$ cat src/rtl/rxr_pkg.sv
package rxr_pkg;
   typedef enum logic [2:0] {
      ST_IDLE   = 3'd0,
      ST_PROBE  = 3'd1,
      ST_PWAIT  = 3'd2,
      ST_DATA   = 3'd3,
      ST_LEN_HI = 3'd4,
      ST_LEN_LO = 3'd5,
      ST_STAT   = 3'd6,
      ST_DROP   = 3'd7
   } rxr_state_e;

   localparam logic [7:0] HOST_GAVE  = 8'h80;
   localparam logic [7:0] FRAME_DONE = 8'h03;
   localparam logic [2:0] OFF_STAT   = 3'd2;
   localparam logic [2:0] OFF_LEN_HI = 3'd6;
   localparam logic [2:0] OFF_LEN_LO = 3'd7;
endpackage

$ cat src/rtl/rxr_own_track.sv
module rxr_own_track #(
   parameter int RING = 16,
   localparam int IW = $clog2(RING)
) (
   input  logic            clk,
   input  logic            rst_n,
   input  logic            scan_go,
   output logic [IW-1:0]   scan_idx,
   input  logic [7:0]      rdata,
   input  logic            rel_en,
   input  logic [IW-1:0]   rel_idx,
   output logic [RING-1:0] owned
);
   import rxr_pkg::*;

   logic [IW-1:0] pend_idx;
   logic          pend;

   always_ff @(posedge clk or negedge rst_n) begin
      if (!rst_n) begin
         scan_idx <= '0;
         pend_idx <= '0;
         pend     <= 1'b0;
      end else begin
         pend <= scan_go;
         if (scan_go) begin
            pend_idx <= scan_idx;
            scan_idx <= scan_idx + 1'b1;
         end
      end
   end

   for (genvar g = 0; g < RING; g++) begin : g_entry
      always_ff @(posedge clk or negedge rst_n) begin
         if (!rst_n)
            owned[g] <= 1'b0;
         else if (rel_en && rel_idx == IW'(g))
            owned[g] <= 1'b0;
         else if (pend && pend_idx == IW'(g))
            owned[g] <= (rdata == HOST_GAVE);
      end
   end
endmodule

$ cat src/rtl/rxr_addr_gen.sv
module rxr_addr_gen #(
   parameter int AW        = 24,
   parameter int RING      = 16,
   parameter int BUF_BYTES = 1544,
   localparam int IW = $clog2(RING),
   localparam int CW = $clog2(BUF_BYTES + 1)
) (
   input  logic [AW-1:0] ring_base,
   input  logic [AW-1:0] buf_base,
   input  logic [IW-1:0] d_idx,
   input  logic [2:0]    d_off,
   input  logic [IW-1:0] b_idx,
   input  logic [CW-1:0] b_cnt,
   output logic [AW-1:0] desc_addr,
   output logic [AW-1:0] buf_addr
);
   always_comb begin
      desc_addr = ring_base + AW'({d_idx, 3'b000}) + AW'(d_off);
      buf_addr  = buf_base + AW'(b_idx) * AW'(BUF_BYTES) + AW'(b_cnt);
   end
endmodule

$ cat src/rtl/rxr_evt_flags.sv
module rxr_evt_flags (
   input  logic       clk,
   input  logic       rst_n,
   input  logic       set_rx,
   input  logic       set_miss,
   input  logic [1:0] clr,
   input  logic       int_en,
   output logic       rx_flag,
   output logic       miss_flag,
   output logic       intr,
   output logic       irq
);
   always_ff @(posedge clk or negedge rst_n) begin
      if (!rst_n) begin
         rx_flag   <= 1'b0;
         miss_flag <= 1'b0;
      end else begin
         if (set_rx)      rx_flag <= 1'b1;
         else if (clr[0]) rx_flag <= 1'b0;
         if (set_miss)    miss_flag <= 1'b1;
         else if (clr[1]) miss_flag <= 1'b0;
      end
   end

   assign intr = rx_flag | miss_flag;
   assign irq  = intr & int_en;
endmodule

$ cat src/rtl/rxr_ring_writer.sv
module rxr_ring_writer #(
   parameter int AW        = 24,
   parameter int RING      = 16,
   parameter int BUF_BYTES = 1544,
   localparam int IW = $clog2(RING),
   localparam int CW = $clog2(BUF_BYTES + 1)
) (
   input  logic          clk,
   input  logic          rst_n,
   input  logic          stopped,
   input  logic          int_en,
   input  logic [1:0]    flag_clr,
   input  logic [AW-1:0] ring_base,
   input  logic [AW-1:0] buf_base,
   input  logic          s_valid,
   input  logic [7:0]    s_data,
   input  logic          s_last,
   output logic          s_ready,
   output logic          mem_en,
   output logic          mem_we,
   output logic [AW-1:0] mem_addr,
   output logic [7:0]    mem_wdata,
   input  logic [7:0]    mem_rdata,
   output logic [15:0]   rx_room,
   output logic          rx_flag,
   output logic          miss_flag,
   output logic          intr,
   output logic          irq
);
   import rxr_pkg::*;

   if (RING < 2 || (RING & (RING - 1)) != 0) begin : g_bad_ring
      $error("RING must be a power of two of at least 2");
   end
   if (BUF_BYTES < 1 || BUF_BYTES > 65535) begin : g_bad_buf
      $error("BUF_BYTES must fit the 16-bit length field");
   end
   if (AW < IW + 3) begin : g_bad_aw
      $error("AW too narrow for the ring");
   end

   localparam logic [IW-1:0] LAST_PROBE = IW'(RING - 2);

   rxr_state_e    state;
   logic [IW-1:0] rx_idx, probe_idx, probe_n, cur_idx, scan_idx, d_idx;
   logic [CW-1:0] count;
   logic [2:0]    d_off;
   logic [AW-1:0] desc_addr, buf_addr;
   logic [RING-1:0] owned;
   logic [15:0]   len16;
   logic          full, hit, set_miss, set_rx;

   assign full     = (count == CW'(BUF_BYTES));
   assign hit      = (mem_rdata == HOST_GAVE);
   assign len16    = 16'(count);
   assign s_ready  = (state == ST_DATA) || (state == ST_DROP);
   assign set_miss = (state == ST_PWAIT) && !hit && (probe_n == LAST_PROBE);
   assign set_rx   = (state == ST_STAT);
   assign rx_room  = (|owned && !stopped) ? 16'(BUF_BYTES) : 16'd0;

   rxr_own_track #(.RING(RING)) u_track (
      .clk(clk), .rst_n(rst_n), .scan_go(state == ST_IDLE), .scan_idx(scan_idx),
      .rdata(mem_rdata), .rel_en(set_rx), .rel_idx(cur_idx), .owned(owned)
   );

   rxr_addr_gen #(.AW(AW), .RING(RING), .BUF_BYTES(BUF_BYTES)) u_addr (
      .ring_base(ring_base), .buf_base(buf_base), .d_idx(d_idx), .d_off(d_off),
      .b_idx(cur_idx), .b_cnt(count), .desc_addr(desc_addr), .buf_addr(buf_addr)
   );

   rxr_evt_flags u_flags (
      .clk(clk), .rst_n(rst_n), .set_rx(set_rx), .set_miss(set_miss), .clr(flag_clr),
      .int_en(int_en), .rx_flag(rx_flag), .miss_flag(miss_flag), .intr(intr), .irq(irq)
   );

   always_comb begin
      mem_en    = 1'b0;
      mem_we    = 1'b0;
      mem_wdata = 8'h00;
      d_idx     = cur_idx;
      d_off     = OFF_STAT;
      unique case (state)
         ST_IDLE:   begin mem_en = 1'b1; d_idx = scan_idx; end
         ST_PROBE:  begin mem_en = 1'b1; d_idx = probe_idx; end
         ST_DATA:   begin
            mem_en    = s_valid && !full;
            mem_we    = s_valid && !full;
            mem_wdata = s_data;
         end
         ST_LEN_HI: begin mem_en = 1'b1; mem_we = 1'b1; d_off = OFF_LEN_HI; mem_wdata = len16[15:8]; end
         ST_LEN_LO: begin mem_en = 1'b1; mem_we = 1'b1; d_off = OFF_LEN_LO; mem_wdata = len16[7:0]; end
         ST_STAT:   begin mem_en = 1'b1; mem_we = 1'b1; mem_wdata = FRAME_DONE; end
         default:   ;
      endcase
      mem_addr = (state == ST_DATA) ? buf_addr : desc_addr;
   end

   always_ff @(posedge clk or negedge rst_n) begin
      if (!rst_n) begin
         state     <= ST_IDLE;
         rx_idx    <= '0;
         probe_idx <= '0;
         probe_n   <= '0;
         cur_idx   <= '0;
         count     <= '0;
      end else begin
         unique case (state)
            ST_IDLE: if (s_valid) begin
               if (stopped) state <= ST_DROP;
               else begin
                  probe_idx <= rx_idx;
                  probe_n   <= '0;
                  state     <= ST_PROBE;
               end
            end
            ST_PROBE: state <= ST_PWAIT;
            ST_PWAIT: begin
               if (hit) begin
                  cur_idx <= probe_idx;
                  rx_idx  <= rx_idx + 1'b1;
                  count   <= '0;
                  state   <= ST_DATA;
               end else if (probe_n == LAST_PROBE) begin
                  state <= ST_DROP;
               end else begin
                  probe_idx <= probe_idx + 1'b1;
                  probe_n   <= probe_n + 1'b1;
                  state     <= ST_PROBE;
               end
            end
            ST_DATA: if (s_valid) begin
               if (!full) count <= count + 1'b1;
               if (s_last) state <= ST_LEN_HI;
            end
            ST_LEN_HI: state <= ST_LEN_LO;
            ST_LEN_LO: state <= ST_STAT;
            ST_STAT:   state <= ST_IDLE;
            ST_DROP:   if (s_valid && s_last) state <= ST_IDLE;
            default:   state <= ST_IDLE;
         endcase
      end
   end
endmodule

$ cat config.mk
export PLATFORM = sky130hd
export DESIGN_NAME = rxr_ring_writer
export DESIGN_NICKNAME = d
export VERILOG_FILES = /design/src/rtl/rxr_pkg.sv /design/src/rtl/rxr_own_track.sv /design/src/rtl/rxr_addr_gen.sv /design/src/rtl/rxr_evt_flags.sv /design/src/rtl/rxr_ring_writer.sv
export SDC_FILE = /design/constraint.sdc
export NUM_CORES = 1
export LEC_CHECK = 0
export BUFFER_PORTS_ARGS = -buffer_cell sky130_fd_sc_hd__buf_4
export CORE_MARGIN = 3
export CORE_UTILIZATION = 30
export CTS_CLUSTER_DIAMETER = 50
export CTS_CLUSTER_SIZE = 25
export DETAILED_ROUTE_END_ITERATION = 16
export PLACE_DENSITY = 0.49
export SLEW_MARGIN = 20
export SYNTH_ARGS = -nofsm -noshare
export SYNTH_HDL_FRONTEND = slang
export SYNTH_HIERARCHICAL = 1
export SYNTH_SLANG_ARGS = --single-unit
export TNS_END_PERCENT = 30
$ cat constraint.sdc
create_clock -name clk -period 4.96 [get_ports clk]
set_input_delay 1.488 -clock clk [delete_from_list [all_inputs] [get_ports clk]]
set_output_delay 1.488 -clock clk [all_outputs]
set_load 0.03 [all_outputs]
After elaboration in Yosys (flattened, before gate mapping)
Cells that the tools add are included.
{"block": "word_totals", "reg_bits": 57, "in_bits": 72, "wordCells": 224, "out_inout_bits": 55}
{"block": "op_classes", "bitwise_logic": 2, "n_addsub": 9, "multipliers": 1, "n_mux": 65, "eq_ne": 49, "n_reduce_logical": 71}
{"cell": "$eq 4x4->1 const B", "n": 17}
{"cell": "$mux 11", "n": 4}
{"cell": "$reduce_bool 2->1", "n": 20}
{"cell": "$logic_and 1x1->1", "n": 37}
{"cell": "$mux 1", "n": 36}
{"cell": "$eq 4x3->1 const B", "n": 8}
{"cell": "$mux 4", "n": 8}
{"cell": "$pmux 8 s4", "n": 1}
{"cell": "$add 24x11->24", "n": 1}
{"cell": "$add 24x15->24", "n": 1}
{"cell": "$add 24x3->24", "n": 1}
{"cell": "$add 24x7->24", "n": 1}
{"cell": "$mux 24", "n": 1}
{"cell": "$pmux 3 s8", "n": 1}
{"cell": "$pmux 4 s2", "n": 3}
{"cell": "$pmux 11 s2", "n": 1}
{"cell": "$mux 3", "n": 7}
{"cell": "$add 4x1->4 const B", "n": 4}
{"cell": "$eq 4x2->1 const B", "n": 4}
{"cell": "$ne 2x2->1 const B", "n": 8}
{"cell": "$reduce_or 16->1", "n": 1}
{"cell": "$eq 3x3->1 const B", "n": 4}
{"cell": "$mul 4x8->12 const B", "n": 1}
{"cell": "$add 11x1->11 const B", "n": 1}
{"cell": "19 further kinds", "n": 26}

Depth between registers and ports, before layout
Gate-level depths: netlist of the first run.
{"block": "logic_depth", "depth_word": 5, "depth_mapped": 17, "depth_no_buf": 16}

By module
The synthesis of the first run kept the hierarchy.
{"module": "rxr_ring_writer", "instances": 1, "cells_each": 316, "area_each_um2": 2361.0}
{"module": "rxr_addr_gen", "instances": 1, "cells_each": 286, "area_each_um2": 2114.5}
{"module": "rxr_own_track", "instances": 1, "cells_each": 132, "area_each_um2": 1326.3}
{"module": "rxr_evt_flags", "instances": 1, "cells_each": 8, "area_each_um2": 91.3}

Worst setup path after synthesis of the first run
OpenSTA, ideal clock, no wires.
{"block": "synth_timing", "path_kind": "input -> output", "start": "input buf_base[1]", "end": "output mem_addr[17]", "path_buffers": 0, "arrival_time_ns": 3.753, "slack_ns": -0.281, "stages": 10, "cell_sequence": "ha_1 > ha_1 > fa_1 > a211oi_1 > o211ai_1 > nand3b_1 > mux2_2 > a211o_1 > nand2_1 > nand2_1"}
{"block": "synth_between", "elab_chain_len": 3}
{"element": "from (decl)", "line_no": "rxr_ring_writer.sv:14", "text": "input logic [AW-1:0] buf_base,"}
{"element": "$add 24x15->24", "line_no": "rxr_addr_gen.sv:19", "text": "buf_addr = buf_base + AW'(b_idx) * AW'(BUF_BYTES) + AW'(b_cnt);"}
{"element": "$add 24x11->24", "line_no": "rxr_addr_gen.sv:19"}
{"element": "via buf_addr[17]", "line_no": "rxr_ring_writer.sv:48", "text": "logic [AW-1:0] desc_addr, buf_addr;"}
{"element": "$mux 24", "line_no": "rxr_ring_writer.sv:95", "text": "mem_addr = (state == ST_DATA) ? buf_addr : desc_addr;"}
{"element": "to (decl)", "line_no": "rxr_ring_writer.sv:21", "text": "output logic [AW-1:0] mem_addr,"}
The timed path passes the listed nets, and every way through them passes these cells.

Worst setup path in the final report of the first run
{"block": "layout_timing", "start": "input buf_base[6]", "end": "output mem_addr[17]"}
The elaborated chain is that of the path after synthesis.

==> results.sh, run 1 <==
export IMPL_ff2ff_path_depth=5
export IMPL_core_mm2=0.01902
export IMPL_htree_levels=3
export IMPL_synth_seq_area_share=0.2420
export IMPL_cpPeakStageDelay_ns=0.53
export IMPL_ir_worst_vdd_mv=0.3120
export IMPL_finalHoldViolCount=0
export IMPL_crit_type="primary input to output pin"
export IMPL_grt_pass1_vias=5489
export IMPL_gp_congestion=0.8315
export IMPL_die_h_um=146.2
export IMPL_fill_cells=2019
export IMPL_io_buffers=113
export IMPL_yosys_area_top_type_share=0.2420
export IMPL_slowest_stage="fa_1"
export IMPL_p_leak_uw=0.003665
export IMPL_cp_top_family="adder cells"
export IMPL_antenna_found_initial=0
export IMPL_timing_rr_start="state[0]$_DFFE_PN0P_"
export IMPL_total_power_uw=3385
export IMPL_maxSlewViolCount=0
export IMPL_violations="setup timing"
export IMPL_ys_ff_latch=57
export IMPL_layout_common_cells="150 x buf_4, 123 x nand2_1, 57 x dfrtp_1, 45 x nor2_1"
export IMPL_grt_first_pass_wirelength_mm=28.08
export IMPL_grt_overflow_total=0
export IMPL_synth_area_leaders="dfrtp_1 24%, ha_1 9.8%, nand2_1 8.5%, xnor2_1 3.9%, xor2_1 3.4%"
export IMPL_num_rows=50
export IMPL_areaGrowthSynthToFinish_pct=37.58
export IMPL_synth_cell_type_count=83
export IMPL_async_reset_ff_frac=1.000
export IMPL_start_util=0.3099
export IMPL_drive_gt1_frac=0.3010
export IMPL_dpl_cell_count=1136
export IMPL_synth_area_mm2=0.005893
export IMPL_worstPathRequired_ns=3.47
export IMPL_finalCriticalPeriod_ns=5.260
export IMPL_path_cells="buf_6 > fa_1 > ha_4 > o211ai_1 > o211ai_1 > nand3b_1 > mux2_4 > a211o_1 > nand2_2 > nand2_4 > buf_6"
export IMPL_wl_per_cell_um=15.12
export IMPL_netlist_instances=742
export IMPL_synth_edf_count=0
export IMPL_r2r_slack_ns=2.53
export IMPL_clock_latency_ns=0.33
export IMPL_setup_ws_ns=-0.2995
export IMPL_drt_pre_antenna_iters=4
export IMPL_fin_hold_ws_ns=0.5054
export IMPL_finalCritPeriodShare=1.060
export IMPL_final_common_cell="buf_4"
export IMPL_viasPerCell=4.960
export IMPL_cts_buffer_depth=2
export IMPL_grt_start_max_net_pins=58
export IMPL_antenna_left=0
export IMPL_status="finished, violations left"
export IMPL_antenna_cells=0
export IMPL_hp_class="register to register"
export IMPL_final_core_util=0.4263
export IMPL_via_count=5739
export IMPL_synth_top_cell_by_area="dfrtp_1"
export IMPL_tritoncts="built"
export IMPL_syn_area_per_cell_um2=7.942
export IMPL_fp_dieW_um=146.2
export IMPL_tns_ns=-2.953
export IMPL_ys_flop_type="dfrtp_1"
export IMPL_crit_start="buf_base[6]"
export IMPL_die_area_mm2=0.02136
export IMPL_slew_headroom=0.4373
export IMPL_start_kind="primary input"
export IMPL_wl_mm=17.50
export IMPL_critPathCaptureType="output pin"
export IMPL_max_cap_violations=0
export IMPL_first_iter_violations=341
export IMPL_hpwl_mm=13.36
export IMPL_finClkSkew_ns=0.006266
export IMPL_worst_path_buf_inv=2
export IMPL_io_pins=127
export IMPL_drc=0
export IMPL_tritoncts_num_buffers=9
export IMPL_synth_warnings=6
export IMPL_cts_reportedPaths_clkPinSlew_ns=0.05
export IMPL_worstPathMaxFanout=4
export IMPL_finalNonFillerCells=1157
export IMPL_nNetsFinal=1018
export IMPL_whs_path_depth=1
export IMPL_rsz0062_at_grt="true"
export IMPL_finalSetupViolCount=16
export IMPL_root_buffer="clkbuf_16"
export IMPL_hp_start="rx_idx[3]$_DFFE_PN0P_"
export IMPL_track_usage=0.1579
export IMPL_cp_data_arrival_time_ns=3.77
export IMPL_pwr_density_cell_mw_per_mm2=417.5
export IMPL_fmax_mhz=190.1
export IMPL_worst_slew_pin_slew_ns=0.8394
export IMPL_cp_depth=11
export IMPL_clock_sinks=57
## report_power, final
| part | switching, µW | total (µW) | internal, µW |
|---|---|---|---|
| Clock | 220 | 751 | 531 |
| Combinational | 1090 | 1880 | 792 |
| Sequential | 158 | 751 | 592 |
| Total | 1470 | 3380 | 1920 |
## metrics by stage
stage	cell area, µm²	setup slack [ns]
finish	8108	-0.2995
global route	8108	-0.4085
CTS	7981	-0.3085
detailed placement	7351	-0.4235
global placement	7351	-0.4090
floorplan	6036	-0.04573
## final timing paths
check,endpoint
hold / removal,rx_idx[3]$_DFFE_PN0P_
setup / recovery,mem_addr[17]
setup reg to reg,probe_idx[1]$_DFFE_PN0P_
hold reg to reg,rx_idx[3]$_DFFE_PN0P_
max in group asynchronous,count[5]$_DFFE_PN0P_
min in group asynchronous,u_track/owned[5]$_DFFE_PN0P_
## final cells by class
class	count	area (µm²)	share of cell area
timing repair buffer	171	1366	0.1685
multi-input combinational	615	4476	0.5520
inverter	38	150.1	0.01852
clock inverter	4	97.59	0.01204
sequential	57	1426	0.1759
clock buffer	12	266.5	0.03287
tap	260	325.3	0.04012
## sequential cells by signal (all words and copies together) (netlist names)
name               flops
count                 11
cur_idx                4
probe_idx              4
probe_n                4
rx_idx                 4
state                  3
u_flags/miss_flag      1
u_flags/rx_flag        1
u_track/owned         16
u_track/pend           1
u_track/pend_idx       4
u_track/scan_idx       4
## synth_stat cells (12+ instances only)
| master | number |
|---|---|
| nand2_1 | 134 |
| o21ai_0 | 36 |
| nor3_1 | 29 |
| inv_1 | 38 |
| buf_4 | 19 |
| nand3_1 | 18 |
| ha_1 | 46 |
| xnor2_1 | 26 |
| nor2_1 | 46 |
| xor2_1 | 23 |
| a21oi_1 | 35 |
| nand4_1 | 20 |
| dfrtp_1 | 57 |
| nor4_1 | 12 |
## cell families (layout without fill, tap and decap cells)
group	count (synthesis)	after routing	synth area share
other	2	15	0.001274
XOR/XNOR	49	49	0.07282
flip-flops	57	57	0.2420
AND/OR/NAND/NOR	330	330	0.2875
adder cells (fa/ha/maj)	54	54	0.1248
AO/OA/AOI/OAI	153	153	0.1777
buffers and inverters	83	225	0.06858
multiplexers	14	14	0.02527
## per-layer routing
metal | track usage | vias to the layer above | share of wire
met4 | 0.03434 | 0 | 0.013
met2 | 0.2466 | 106 | 0.46
li1 | - | 2936 | -
met5 | 0 | - | 0
met1 | 0.2284 | 2679 | 0.49
met3 | 0.02824 | 18 | 0.040
## timing repair
action / 4_1_cts / 5_1_grt
cloned: 0 / 0
endpoints found under the hold margin: 0 / 0
endpoints found under the setup margin: 16 / 18
resized for setup: 50 / 23
pin swaps: 26 / 21
hold buffers: 0 / 0
setup buffers: 3 / 3
Power figures use the tool's default switching activity.
==> run 2, diff against run 1 <==
- SKIP_CTS_REPAIR_TIMING: default -> 1
==> run 2 against run 1 <==
Effect of this change:
- the run still ends with setup timing left
- critical path depth rose by 2
- combinational power barely moved
- sequential cell count did not move
- maximum frequency fell by 0.63%
- via count fell by 0.73%
- highest routed layer unchanged
- design area fell by 0.74%
- register-to-register slack barely moved
- worst hold slack barely moved
- clock skew barely moved
- critical endpoint is now mem_addr[18]
- non-clock buffer count rose by 1
- largest cell class unchanged
- critical path type unchanged
==> results.sh, run 2 (same netlist as run 1, synthesis figures left out) <==
export IMPL_worst_path_buf_inv=4
export IMPL_start_kind="primary input"
export IMPL_wl_per_cell_um=14.96
export IMPL_io_pins=127
export IMPL_violations="setup timing"
export IMPL_worstPathMaxFanout=5
export IMPL_tritoncts="built"
export IMPL_drc=0
export IMPL_placed_area_mm2=0.007351
export IMPL_layout_common_cells="155 x buf_4, 122 x nand2_1, 57 x dfrtp_1, 45 x nor2_1, 35 x inv_1"
export IMPL_cpPeakStageDelay_ns=0.48
export IMPL_finalSetupViolCount=15
export IMPL_fill_cells=2030
export IMPL_start_util=0.3099
export IMPL_cp_top_family="compound AO/OA/AOI/OAI gates"
export IMPL_grt_overflow_total=0
export IMPL_areaGrowthSynthToFinish_pct=36.56
export IMPL_largest_register="u_track/owned"
export IMPL_finalCriticalPeriod_ns=5.293
export IMPL_hpwl_mm=13.36
export IMPL_wl_mm=17.32
export IMPL_slew_headroom=0.4374
export IMPL_cts_buffer_depth=2
export IMPL_drive_gt1_frac=0.2929
export IMPL_root_buffer="clkbuf_16"
export IMPL_clock_latency_ns=0.33
export IMPL_grt_pass1_vias=5371
export IMPL_status="finished, violations left"
export IMPL_rsz0062_at_grt="true"
export IMPL_io_buffers=113
export IMPL_reg_top3="u_track/owned: 16 flops, count: 11 flops"
export IMPL_max_cap_violations=0
export IMPL_path_cells="buf_4 > inv_8 > fa_1 > inv_2 > ha_4 > o211ai_1 > o21ai_2 > o211ai_4 > a2111oi_4 > a311o_1 > nand2_1 > nand2_4 > buf_6"
export IMPL_gp_congestion=0.8315
export IMPL_fin_area_mm2=0.008048
export IMPL_finClkSkew_ns=0.005968
export IMPL_grt_start_max_net_pins=58
export IMPL_pwr_density_cell_mw_per_mm2=418.7
export IMPL_antenna_cells=0
export IMPL_worstPathRequired_ns=3.47
export IMPL_total_power_uw=3369
export IMPL_final_common_cell="buf_4"
export IMPL_fp_dieW_um=146.2
export IMPL_antenna_found_initial=0
export IMPL_via_count=5697
export IMPL_regArea_mm2=0.001426
export IMPL_hp_class="register to register"
export IMPL_htree_levels=3
export IMPL_grt_first_pass_wirelength_mm=27.50
export IMPL_maxSlewViolCount=0
export IMPL_crit_type="primary input to output pin"
export IMPL_cts_reportedPaths_clkPinSlew_ns=0.05
export IMPL_finalCritPeriodShare=1.067
export IMPL_core_mm2=0.01902
export IMPL_finalHoldViolCount=0
export IMPL_dpl_cell_count=1136
export IMPL_setup_ws_ns=-0.3330
export IMPL_drt_pre_antenna_iters=4
export IMPL_num_rows=50
export IMPL_first_iter_violations=279
export IMPL_track_usage=0.1546
export IMPL_place_ws_ns=-0.4235
export IMPL_multi_input_area_mm2=0.004427
export IMPL_nNetsFinal=1019
export IMPL_die_area_mm2=0.02136
export IMPL_tritoncts_num_buffers=9
export IMPL_cp_data_arrival_time_ns=3.81
export IMPL_die_h_um=146.2
export IMPL_antenna_left=0
export IMPL_clock_sinks=57
export IMPL_worst_slew_pin_slew_ns=0.8376
export IMPL_fmax_mhz=188.9
export IMPL_finalNonFillerCells=1158
export IMPL_critPathCaptureType="output pin"
export IMPL_viasPerCell=4.920
export IMPL_slowest_stage="fa_1"
export IMPL_p_leak_uw=0.003645
export IMPL_ir_worst_vdd_mv=0.3115
export IMPL_largest_register_ffs=16
-- run 2: per-layer routing --
metal  global-route usage  vias to the layer above  routed length (µm)
met5                    0                        -                   0
met3              0.02824                       14                 719
li1                     -                     2935                   -
met1               0.2250                     2641                8453
met4              0.03151                        0                 169
met2               0.2406                      107                7979
-- run 2: final timing paths --
| check | from | endpoint | slack (ns) | depth (start not counted) |
|---|---|---|---|---|
| min in group asynchronous | rst_n | u_track/owned[11]$_DFFE_PN0P_ | 1.23 | 1 |
| worst min register to register | rx_idx[3]$_DFFE_PN0P_ | rx_idx[3]$_DFFE_PN0P_ | 0.51 | 1 |
| worst max register to register | state[0]$_DFFE_PN0P_ | probe_idx[1]$_DFFE_PN0P_ | 2.52 | 5 |
| worst min-delay path | rx_idx[3]$_DFFE_PN0P_ | rx_idx[3]$_DFFE_PN0P_ | 0.51 | 1 |
| worst max-delay path | buf_base[3] | mem_addr[18] | -0.33 | 13 |
| max in group asynchronous | rst_n | u_track/owned[8]$_DFFE_PN0P_ | 3.22 | 1 |
-- run 2: area by class of cell --
class | instances | area share
Multi-Input combinational cell | 615 | 0.5501
Clock buffer | 12 | 0.03312
Tap cell | 260 | 0.04042
Timing Repair Buffer | 172 | 0.1684
Sequential cell | 57 | 0.1772
Clock inverter | 4 | 0.01213
Inverter | 38 | 0.01866
-- run 2: per-stage QoR --
step	hold WS, ns	utilization	TNS [ns]
2_1_floorplan	0.4459	-	-0.1238
3_3_place_gp	0.4680	0.3865	-4.141
3_5_place_dp	0.4940	0.3865	-4.359
4_1_cts	0.5083	0.4057	-4.518
5_1_grt	0.5214	0.4232	-4.866
6_report	0.5057	0.4232	-2.871
-- run 2: where the power goes --
part | internal, µW | switching [µW]
sequential | 592 | 159
combinational | 784 | 1080
clock | 531 | 220
